**config.mk**
```make
export PLATFORM = sky130hd
export DESIGN_NAME = pal_chroma_gen
export DESIGN_NICKNAME = d
export VERILOG_FILES = /design/src/rtl/pal_chroma_pkg.sv /design/src/rtl/pcg_phase_div.sv /design/src/rtl/pcg_ident.sv /design/src/rtl/pcg_lane.sv /design/src/rtl/pcg_burst.sv /design/src/rtl/pal_chroma_gen.sv
export SDC_FILE = /design/constraint.sdc
export NUM_CORES = 1
export LEC_CHECK = 0
export ABC_CLOCK_PERIOD_IN_PS = 3200
export CAP_MARGIN = 20
export CORE_AREA = 4 4 41 43
export CTS_BUF_LIST = sky130_fd_sc_hd__clkbuf_2
export DETAILED_ROUTE_END_ITERATION = 10
export DIE_AREA = 0 0 45 47
export GPL_TIMING_DRIVEN = 0
export PLACE_DENSITY = 0.71
export SLEW_MARGIN = 40
export SYNTH_ARGS = -nofsm -noshare
export SYNTH_HDL_FRONTEND = slang
export SYNTH_SLANG_ARGS = --single-unit
```
**constraint.sdc**
```tcl
create_clock -name clk_i -period 3.2 [get_ports clk_i]
set_input_delay 0.48 -clock clk_i [delete_from_list [all_inputs] [get_ports clk_i]]
set_output_delay 0.48 -clock clk_i [all_outputs]
set_load 0.005 [all_outputs]
```
**src/rtl/pal_chroma_pkg.sv**
```systemverilog
package pal_chroma_pkg;

   localparam int NUM_PRIM = 3;

   // quarter-cycle indices: 0 = +U, 1 = +V, 2 = -U, 3 = -V
   function automatic int prim_u_quad(input int idx);
      case (idx)
         0: return 2;
         1: return 2;
         default: return 0;
      endcase
   endfunction

   function automatic int prim_v_quad(input int idx);
      case (idx)
         0: return 1;
         default: return 3;
      endcase
   endfunction

   // square wave high for the first half cycle after quarter offset
   function automatic logic sq_wave(input int ph, input int div, input int quad);
      int off;
      off = (ph - quad * (div / 4) + div) % div;
      return off < (div / 2);
   endfunction

   function automatic int flip_quad(input int quad, input logic flip);
      return flip ? ((quad + 2) % 4) : quad;
   endfunction

endpackage

```
**src/rtl/pcg_phase_div.sv**
```systemverilog
module pcg_phase_div #(
   parameter int DIV  = 4,
   parameter int PH_W = $clog2(DIV)
) (
   input  logic            clk_i,
   input  logic            rst_i,
   output logic [PH_W-1:0] ph_o
);

   localparam logic [PH_W-1:0] PH_LAST = PH_W'(DIV - 1);

   always_ff @(posedge clk_i) begin
      if (rst_i)
         ph_o <= '0;
      else if (ph_o == PH_LAST)
         ph_o <= '0;
      else
         ph_o <= ph_o + 1'b1;
   end

   assert_div_step_R2: assert property (@(posedge clk_i) disable iff (rst_i)
      (ph_o != PH_LAST) |=> (ph_o == $past(ph_o) + 1'b1));

   assert_div_wrap_R2: assert property (@(posedge clk_i) disable iff (rst_i)
      (ph_o == PH_LAST) |=> (ph_o == '0));

endmodule

```
**src/rtl/pcg_ident.sv**
```systemverilog
module pcg_ident #(
   parameter bit IDENT_INIT = 1'b0
) (
   input  logic clk_i,
   input  logic rst_i,
   input  logic field_start_i,
   input  logic line_start_i,
   output logic ident_o
);

   always_ff @(posedge clk_i) begin
      if (rst_i)
         ident_o <= 1'b0;
      else if (field_start_i)
         ident_o <= IDENT_INIT;
      else if (line_start_i)
         ident_o <= ~ident_o;
   end

   assert_ident_toggle_R10: assert property (@(posedge clk_i) disable iff (rst_i)
      (line_start_i && !field_start_i) |=> (ident_o != $past(ident_o)));

   assert_ident_hold_R10: assert property (@(posedge clk_i) disable iff (rst_i)
      (!line_start_i && !field_start_i) |=> $stable(ident_o));

   assert_ident_field_R11: assert property (@(posedge clk_i) disable iff (rst_i)
      field_start_i |=> (ident_o == IDENT_INIT));

endmodule

```
**src/rtl/pcg_lane.sv**
```systemverilog
module pcg_lane
   import pal_chroma_pkg::*;
#(
   parameter int DIV  = 4,
   parameter int PH_W = $clog2(DIV),
   parameter int U_Q  = 0,
   parameter int V_Q  = 1
) (
   input  logic            clk_i,
   input  logic            rst_i,
   input  logic [PH_W-1:0] ph_i,
   input  logic            ident_i,
   input  logic            en_i,
   output logic            u_o,
   output logic            v_o,
   output logic            lvl_o
);

   if (U_Q < 0 || U_Q > 3 || V_Q < 0 || V_Q > 3) begin : g_bad_quad
      $error("pcg_lane: quarter index out of range");
   end

   logic u_wave, v_wave;

   always_comb begin
      u_wave = sq_wave(int'(ph_i), DIV, U_Q);
      v_wave = sq_wave(int'(ph_i), DIV, flip_quad(V_Q, ident_i));
   end

   always_ff @(posedge clk_i) begin
      if (rst_i) begin
         u_o   <= 1'b0;
         v_o   <= 1'b0;
         lvl_o <= 1'b0;
      end else begin
         u_o   <= en_i & u_wave;
         v_o   <= en_i & v_wave;
         lvl_o <= en_i;
      end
   end

   assert_lane_gate_u_R4: assert property (@(posedge clk_i) disable iff (rst_i)
      !en_i |=> !u_o);

   assert_lane_gate_v_R4: assert property (@(posedge clk_i) disable iff (rst_i)
      !en_i |=> !v_o);

   assert_lane_level_R9: assert property (@(posedge clk_i) disable iff (rst_i)
      en_i |=> lvl_o);

endmodule

```
**src/rtl/pcg_burst.sv**
```systemverilog
module pcg_burst
   import pal_chroma_pkg::*;
#(
   parameter int DIV  = 4,
   parameter int PH_W = $clog2(DIV)
) (
   input  logic            clk_i,
   input  logic            rst_i,
   input  logic [PH_W-1:0] ph_i,
   input  logic            ident_i,
   input  logic            win_i,
   input  logic            vsync_i,
   output logic            bu_o,
   output logic            bv_o
);

   localparam int BU_Q = 2;
   localparam int BV_Q = 1;

   logic gate;
   logic bu_wave, bv_wave;

   always_comb begin
      gate    = win_i & ~vsync_i;
      bu_wave = sq_wave(int'(ph_i), DIV, BU_Q);
      bv_wave = sq_wave(int'(ph_i), DIV, flip_quad(BV_Q, ident_i));
   end

   always_ff @(posedge clk_i) begin
      if (rst_i) begin
         bu_o <= 1'b0;
         bv_o <= 1'b0;
      end else begin
         bu_o <= gate & bu_wave;
         bv_o <= gate & bv_wave;
      end
   end

   assert_burst_mask_R12: assert property (@(posedge clk_i) disable iff (rst_i)
      (!win_i || vsync_i) |=> (!bu_o && !bv_o));

endmodule

```
**src/rtl/pal_chroma_gen.sv**
```systemverilog
module pal_chroma_gen
   import pal_chroma_pkg::*;
#(
   parameter int DIV        = 4,
   parameter bit IDENT_INIT = 1'b0
) (
   input  logic       clk_i,
   input  logic       rst_i,
   input  logic       field_start_i,
   input  logic       line_start_i,
   input  logic       burst_win_i,
   input  logic       vsync_line_i,
   input  logic       red_en_i,
   input  logic       grn_en_i,
   input  logic       blu_en_i,
   output logic       red_o,
   output logic       grn_o,
   output logic       blu_o,
   output logic [5:0] chroma_o,
   output logic       burst_u_o,
   output logic       burst_v_o,
   output logic       ident_o
);

   localparam int PH_W = $clog2(DIV);

   if (DIV < 4 || (DIV % 4) != 0 || (DIV & (DIV - 1)) != 0) begin : g_bad_div
      $error("pal_chroma_gen: DIV must be a power of two, at least 4");
   end

   logic [PH_W-1:0]     ph;
   logic [NUM_PRIM-1:0] en_vec;
   logic [NUM_PRIM-1:0] lvl_vec;
   logic [NUM_PRIM-1:0] u_vec;
   logic [NUM_PRIM-1:0] v_vec;

   assign en_vec = {blu_en_i, grn_en_i, red_en_i};

   pcg_phase_div #(.DIV(DIV), .PH_W(PH_W)) i_div (
      .clk_i (clk_i),
      .rst_i (rst_i),
      .ph_o  (ph)
   );

   pcg_ident #(.IDENT_INIT(IDENT_INIT)) i_ident (
      .clk_i         (clk_i),
      .rst_i         (rst_i),
      .field_start_i (field_start_i),
      .line_start_i  (line_start_i),
      .ident_o       (ident_o)
   );

   for (genvar gi = 0; gi < NUM_PRIM; gi++) begin : g_lane
      pcg_lane #(
         .DIV  (DIV),
         .PH_W (PH_W),
         .U_Q  (prim_u_quad(gi)),
         .V_Q  (prim_v_quad(gi))
      ) i_lane (
         .clk_i   (clk_i),
         .rst_i   (rst_i),
         .ph_i    (ph),
         .ident_i (ident_o),
         .en_i    (en_vec[gi]),
         .u_o     (u_vec[gi]),
         .v_o     (v_vec[gi]),
         .lvl_o   (lvl_vec[gi])
      );
      assign chroma_o[2*gi]   = u_vec[gi];
      assign chroma_o[2*gi+1] = v_vec[gi];
   end

   pcg_burst #(.DIV(DIV), .PH_W(PH_W)) i_burst (
      .clk_i   (clk_i),
      .rst_i   (rst_i),
      .ph_i    (ph),
      .ident_i (ident_o),
      .win_i   (burst_win_i),
      .vsync_i (vsync_line_i),
      .bu_o    (burst_u_o),
      .bv_o    (burst_v_o)
   );

   assign red_o = lvl_vec[0];
   assign grn_o = lvl_vec[1];
   assign blu_o = lvl_vec[2];

   assert_reset_clear_R1: assert property (@(posedge clk_i)
      rst_i |=> (chroma_o == '0 && !burst_u_o && !burst_v_o && !ident_o));

   assert_rgb_delay_R9: assert property (@(posedge clk_i) disable iff (rst_i)
      !red_en_i |=> !red_o);

endmodule

```
After elaboration in Yosys (flattened, before gate mapping)
Index checks and enable logic that the tools add are counted.

Mux-type cells: 2. $add $sub $neg: 8. $lt $le $gt $ge: 4. Reductions and logical operators: 6. Bitwise logic cells: 15. Equality and inequality tests: 1.

Operator list (number): $add 32x4->32 const B (3); $sub 3x32->32 (2); $and 1x1->1 (12); $lt 3x3->1 const B (4); $reduce_or 2->1 (6); $add 2x1->2 const B (2); $mux 2 (2); $sub 2x2->3 const B (1); $eq 2x2->1 const B (1); $not 1->1 (2); $and 1x1->1 const A (1).

Register bits: 14. Output and inout port bits: 12. Bits of input ports: 9. Word-level logic and storage cells: 49.

Logic depth before layout (Yosys ltp)
Gate-level depths: netlist of run 1.

Depth in word-level cells: 7. Mapped depth: 3. Depth with buffers taken out: 2.

Modules after synthesis
Synthesis of run 1 repeated with hierarchy kept, for this count alone.

Cell total of the unflattened synthesis: 37. Area, all modules: 515.5 um^2.

Modules (own cells, without submodules): pcg_lane (g_lane[0].i_lane ...) (instances 2, cells an instance 8, seq. area each 60.1 um^2, area an instance 105.1 um^2); pcg_lane (g_lane[2].i_lane) (instances 1, cells an instance 8, seq. area each 60.1 um^2, area an instance 101.3 um^2); pcg_burst (instances 1, cells an instance 5, seq. area each 40.0 um^2, area an instance 90.1 um^2); pcg_phase_div (instances 1, cells an instance 5, seq. area each 40.0 um^2, area an instance 75.1 um^2); pcg_ident (instances 1, cells an instance 3, seq. area each 20.0 um^2, area an instance 38.8 um^2).

Least setup slack after synthesis of run 1
No wires, ideal clock.

Kind: register -> register. From: register i_ident.ident_o. To: register i_burst.bv_o. Data required time: 3083 ps. Arrival: 1000 ps. Library setup time: 117 ps. Stages on the path, launching flop included: 3. Setup slack: 2083 ps. Period minus slack after synthesis: 1117 ps. Path buffers: 0. Path through: dfxtp_1 -> xor3_2 -> and4bb_1.

Longest elaborated chain between the ends: 7.

RTL lines: start: declaration (RTL line pcg_ident.sv:8) `output logic ident_o`; start signal: assignment (RTL line pcg_ident.sv:17) `ident_o <= ~ident_o;`; $mux 2 * (RTL line pal_chroma_pkg.sv:29) `return flip ? ((quad + 2) % 4) : quad;`; $sub 3x32->32 * (RTL line pal_chroma_pkg.sv:24) `off = (ph - quad * (div / 4) + div) % div;`; $add 32x4->32 * (RTL line pal_chroma_pkg.sv:24); $reduce_or 2->1 (no source line); $and 1x1->1 (no source line); $lt 3x3->1 * (RTL line pal_chroma_pkg.sv:25) `return off < (div / 2);`; $and 1x1->1 * (RTL line pcg_burst.sv:35) `bv_o <= gate & bv_wave;`; end signal: assignment (RTL line pcg_burst.sv:35); end: declaration (RTL line pcg_burst.sv:14) `output logic bv_o`.

Mark *: on every way between the ends. The rest lies on a longest branch, timed or not. A chain may end at the register's enable or synchronous reset.

Worst setup path in the final report of run 1
From: register i_ident.ident_o. To: output port ident_o.

RTL lines: end: declaration (RTL line pal_chroma_gen.sv:22) `output logic ident_o`.

No word-level cell between the ends.

==> results.yml, run 1 <==
global_route:
  grt_max_degree: 11
  overflow: 0
  grt_pass1_vias: 318
  grt_pass1_wl_mm: 1.20
  grt.total_usage: 0.0836
  antenna_found_initial: 0
clocking:
  worstSkewPairLatency_ns: 0.26
  cts_buffer_depth: 2
  cts_resized: 0
  cts_hold_buf: 0
  clockRootBuffer: "clkbuf_2"
  cts.sinks: 14
  h-tree-depth: 1
  cts_tree: "yes"
  numCtsBuffers: 3
  post-cts-setup-buffers: 0
  clkTransAtPathRegs_ns: 0.12
place:
  hpwl_um: 535
  dp.cells: 74
  routabilityCongestion: 0.673
  io_buffer_count: 20
power_and_ir_drop:
  p_seq_frac: 0.578
  p_switching_uw: 75.5
  powerDensity_mw_per_mm2: 470
  intPower_uw: 261
  comb_power_share: 0.189
  p_clk_frac: 0.233
  p_leak_nw: 0.314
  total_power_uw: 336
  peakVddDrop_mv: 0.223
  swShare: 0.224
sta:
  grt_setup_unrepaired: "no"
  final_max_slew_viol_count: 0
  skew_ns: 0.00390
  fin_crit_sh: 0.513
  hold_violations: 0
  finalSetupTns_ns: 0
  fmax_ghz: 0.610
  slew_headroom: 0.756
  tightest_slew_ns: 0.365
  finalSetupViolCount: 0
  finalCriticalPeriod_ns: 1.64
min_path:
  hold_path.startpoint: "i_div.ph_o[0]"
  hold_path_end: "i_div.ph_o[0]"
  hp-class: "flip-flop to flip-flop"
  hold_depth: 1
route:
  postRouteWirelength_um: 694
  drtIter0Drc: 1
  vias: 326
  drc_errors: 0
  dr.pass1.iters: 2
  via_per_inst: 4.18
  ant_nets: 0
  wl_per_cell_um: 8.90
synthesis:
  syn_inst: 39
  yosysSeqAreaShare: 0.586
  yosysWarningCount: 0
  ys_top_cells_by_area: "dfxtp_1 59%, buf_4 9.4%, xor3_2 5.2%"
  avgSynthCellArea_um2: 12.3
  ys_ff_latch: 14
  synth_top_family_by_area: "simple AND/OR/NAND/NOR gates"
  syn-cell-area_um2: 478
  muxShareOfSynthArea: 0
  synth_adder_area_share: 0.0262
  synthXorXnorAreaFrac: 0.0707
  synth_compound_area_frac: 0
  synth_top_area_share: 0.586
  synthesis.nets: 49
  yosysUniqueCellTypes: 16
  synthSimpleGateAreaFrac: 0.207
  synth_top_cell_by_area: "dfxtp_1"
die:
  die_x_um: 45
  die-height_um: 47
  start_util: 0.367
  io_pins: 21
  dieArea_mm2: 0.00212
  rows: 13
  coreArea_mm2: 0.00130
setup_path:
  path_buf_inv: 1
  path_max_fanout: 3
  cp.depth: 1
  crit_slowest_cell: "clkdlybuf4s50_1"
  required_ns: 2.72
  cpPeakStageDelay_ns: 0.51
  path_cells: "clkdlybuf4s50_1"
  crit_family: "buffers and inverters"
  crit_path_end_kind: "output pin"
  critPathLaunchType: "flip-flop"
  worstRegToRegCells: 2
  arrival_ns: 1.16
  regToRegSetupSlack_ns: 2.03
  timing.rr.start: "i_ident.ident_o"
  r2r-end: "i_burst.bv_o"
  path_class: "flip-flop to output pin"
job:
  drv_cap: 0
layout:
  final_nets: 74
  fin_cells: 78
  area_delta_synth_final_pct: 49.7
  diodes: 0
  layout_commonest_cell: "clkdlybuf4s50_1"
  fillCellCount: 132
  drive_gt1_frac: 0.175
  mostFrequentLayoutCells: "20 x clkdlybuf4s50_1, 14 x dfxtp_1, 6 x buf_4, 3 x clkbuf_2"
outcome:
  outcome: "finished clean"
-- area by class of cell --
class | count | area (um2) | share of cell area
Clock buffer | 3 | 15.0 | 0.0210
Sequential cell | 14 | 280 | 0.392
Inverter | 1 | 3.75 | 0.00524
Clock inverter | 1 | 3.75 | 0.00524
Tap cell | 15 | 18.8 | 0.0262
Buffer | 7 | 48.8 | 0.0682
Multi-Input combinational cell | 17 | 145 | 0.203
Timing Repair Buffer | 20 | 200 | 0.280
-- layer usage --
metal  vias up  share of wire  GRT usage
met2        12           0.47      0.136
met4         0          0.012     0.0702
met5         -              0          0
met1       141           0.40     0.0767
li1        171              -          -
met3         2           0.11     0.0460
-- per-stage QoR --
step / utilization / cell area (um2) / hold slack (ns) / setup WS (ns)
global placement: 0.536 / 697 / 0.465 / 1.54
detailed placement: 0.536 / 697 / 0.477 / 1.55
CTS: 0.550 / 716 / 0.497 / 1.53
finish: 0.550 / 716 / 0.493 / 1.56
floorplan: - / 478 / 0.446 / 2.08
global route: 0.550 / 716 / 0.513 / 1.47
-- synth_stat cells --
cell	count
and2_2	1
and3b_1	2
and4bb_1	1
buf_4	6
clkbuf_1	1
dfxtp_1	14
ha_1	1
inv_1	1
nand2b_1	1
nor2_1	2
nor2b_1	2
nor3_1	2
nor3b_1	2
nor4bb_1	1
xnor2_1	1
xor3_2	1
-- power by group through the flow --
stage	logic [mW]	registers [mW]	clock network (mW)
final	0.0636	0.194	0.0784
after global routing	0.0704	0.196	0.0913
after CTS	0.0649	0.195	0.0846
after detailed placement	0.0646	0.199	0
after global placement	0.0644	0.199	0
after floorplan	0.0310	0.198	0
-- registers in the layout (all words and copies together), names as in the netlist --
register,cells
g_lane.i_lane.v_o,3
i_ident.ident_o,1
i_div.ph_o,2
i_burst.bu_o,1
i_burst.bv_o,1
g_lane.i_lane.lvl_o,3
g_lane.i_lane.u_o,3
-- how the worst max path moves through the flow --
stage	startpoint	to	slack, ns
final	i_ident.ident_o	ident_o	1.56
after global routing	g_lane[0].i_lane.u_o	chroma_o[0]	1.47
after CTS	i_ident.ident_o	ident_o	1.53
after detailed placement	rst_i	i_burst.bv_o	1.55
after global placement	rst_i	i_burst.bv_o	1.54
after floorplan	i_ident.ident_o	i_burst.bv_o	2.08
-- kinds of logic after synthesis --
logic type    after synthesis
flops                      14
xor+xnor                    2
buf+inv                     8
fa+ha+maj                   1
simple gates               14
Power figures use the tool's default switching activity.
==> run 2: changes to the inputs <==
- ABC_CLOCK_PERIOD_IN_PS: 3200 -> 1700
- clock period: 3.2 -> 1.7 ns (I/O delays scaled with it)
==> results of run 2 <==
Same layout as run 1 (identical final DEF). Status: finished clean.
Among the figures that moved: setup slack after placement 1.55 ns -> 0.278 ns; setup slack after layout 1.56 ns -> 0.285 ns; register-to-register setup slack 2.03 ns -> 0.53 ns; total power 0.336 mW -> 0.633 mW; worst IR drop on VDD 0.223 mV -> 0.419 mV
==> run 3: changes to the inputs <==
- ABC_CLOCK_PERIOD_IN_PS: 1700 -> 1400
- clock period: 1.7 -> 1.4 ns (I/O delays scaled with it)
==> results.yml, run 3 (same netlist as run 1, synthesis figures left out) <==
sta:
  fmax_ghz: 0.770
  skew_ns: 0.00335
  finalCriticalPeriod_ns: 1.30
  finalSetupViolCount: 0
  slew_headroom: 0.756
  tightest_slew_ns: 0.365
  fin_crit_sh: 0.928
  worst_slack_ns: 0.101
  hold_violations: 0
  grt_setup_unrepaired: "no"
  finalSetupTns_ns: 0
  final_max_slew_viol_count: 0
route:
  vias: 326
  dr.pass1.iters: 2
  wl_met1_um: 282
  wl_per_cell_um: 9.04
  dr.max_layer_used: "met4"
  wl_met3_um: 86
  postRouteWirelength_um: 705
  ant_nets: 0
  via_per_inst: 4.18
  drtIter0Drc: 1
  drc_errors: 0
  met2_length_um: 329
layout:
  fillCellCount: 129
  layout_commonest_cell: "clkdlybuf4s50_1"
  post-route-util: 0.563
  largestRegisters: "g_lane.i_lane.lvl_o (3), g_lane.i_lane.u_o (3), g_lane.i_lane.v_o (3)"
  diodes: 0
  seqCellArea_um2: 285
  final_nets: 74
  area_delta_synth_final_pct: 53.4
  multi_input_area_um2: 145
  drive_gt1_frac: 0.254
  mostFrequentLayoutCells: "13 x clkdlybuf4s50_1, 10 x dfxtp_1, 7 x buf_4, 6 x dlymetal6s2s_1, 4 x dfxtp_2"
clocking:
  cts.sinks: 14
  cts_tree: "yes"
  cts_hold_buf: 0
  cts_buffer_depth: 2
  clockRootBuffer: "clkbuf_2"
  post-cts-setup-buffers: 0
  h-tree-depth: 1
  clkTransAtPathRegs_ns: 0.12
  worstSkewPairLatency_ns: 0.26
  numCtsBuffers: 3
min_path:
  hp-class: "primary input to flip-flop"
setup_path:
  crit_path_end_kind: "output pin"
  cpPeakStageDelay_ns: 0.51
  path_max_fanout: 1
  regToRegSetupSlack_ns: 0.27
  path_class: "flip-flop to output pin"
  crit_family: "buffers and inverters"
  path_buf_inv: 1
  crit_slowest_cell: "clkdlybuf4s50_1"
  path_cells: "clkdlybuf4s50_1"
  critPathLaunchType: "flip-flop"
  required_ns: 1.19
  arrival_ns: 1.09
outcome:
  outcome: "finished clean"
die:
  io_pins: 21
  die_x_um: 45
  rows: 13
  coreArea_mm2: 0.00130
  start_util: 0.367
  die-height_um: 47
  dieArea_mm2: 0.00212
power_and_ir_drop:
  powerDensity_mw_per_mm2: 1040
  p_leak_nw: 0.415
  peakVddDrop_mv: 0.508
global_route:
  antenna_found_initial: 0
  grt_pass1_wl_mm: 1.20
  grt.total_usage: 0.0836
  overflow: 0
  grt_max_degree: 11
  grt_pass1_vias: 318
place:
  hpwl_um: 535
  post-place-ws_ns: 0.0230
  routabilityCongestion: 0.673
  io_buffer_count: 20
job:
  drv_cap: 0
==> run 3: changes by cell type in the layout (fill, tap and decap cells not counted), sizes merged <==
cell and change:
clkdlybuf4s50 -7, buf +1, dlymetal6s2s +6
==> run 3: power by group <==
group | leakage, nW | switching, mW | internal, mW | total [mW]
registers | 0.117 | 0.0159 | 0.430 | 0.446
logic | 0.284 | 0.0393 | 0.101 | 0.140
clock network | 0.0140 | 0.117 | 0.0621 | 0.179
==> run 3: final timing paths <==
kind | cells past startpoint | end | start
hold reg to reg | 1 | i_div.ph_o[0] | i_div.ph_o[0]
hold / removal | 2 | i_ident.ident_o | field_start_i
setup / recovery | 1 | burst_u_o | i_burst.bu_o
setup reg to reg | 2 | i_burst.bv_o | i_ident.ident_o
==> run 3: worst reg2reg max path: cells and delay by family, from the launching register on <==
kind / cells / cell delay, ns
simple gates: 1 / 0.21
xor+xnor: 1 / 0.47
flops: 1 / 0.36
==> run 3: repair_timing <==
| action | 4_1_cts | 5_1_grt |
|---|---|---|
| resized for setup | 1 | 10 |
| endpoints found under the setup margin | 1 | 7 |
| endpoints found under the hold margin | 0 | 0 |
==> run 3: cell type report <==
class,instances,share of cell area
flip-flops and latches,14,0.389
repair buffers,20,0.290
multi-input cells,17,0.198
plain buffers,7,0.0666
well taps,15,0.0256
clock buffers,3,0.0205
clock inverters,1,0.00512
inverters,1,0.00512
==> run 3: routing by layer <==
layer,GRT usage,vias to the layer above
met5,0,-
met4,0.0702,0
met3,0.0460,2
met2,0.136,12
met1,0.0767,141
li1,-,171
==> run 3: per-stage QoR <==
| stage | hold slack, ns | instances | power (mW) | cell area (um2) |
|---|---|---|---|---|
| 3_3_place_gp | 0.465 | 74 | 0.601 | 697 |
| 4_1_cts | 0.451 | 78 | 0.788 | 717 |
| 2_1_floorplan | 0.286 | 39 | 0.523 | 478 |
| 3_5_place_dp | 0.477 | 74 | 0.603 | 697 |
| 5_1_grt | 0.446 | 78 | 0.814 | 733 |
| 6_report | 0.471 | 78 | 0.765 | 733 |
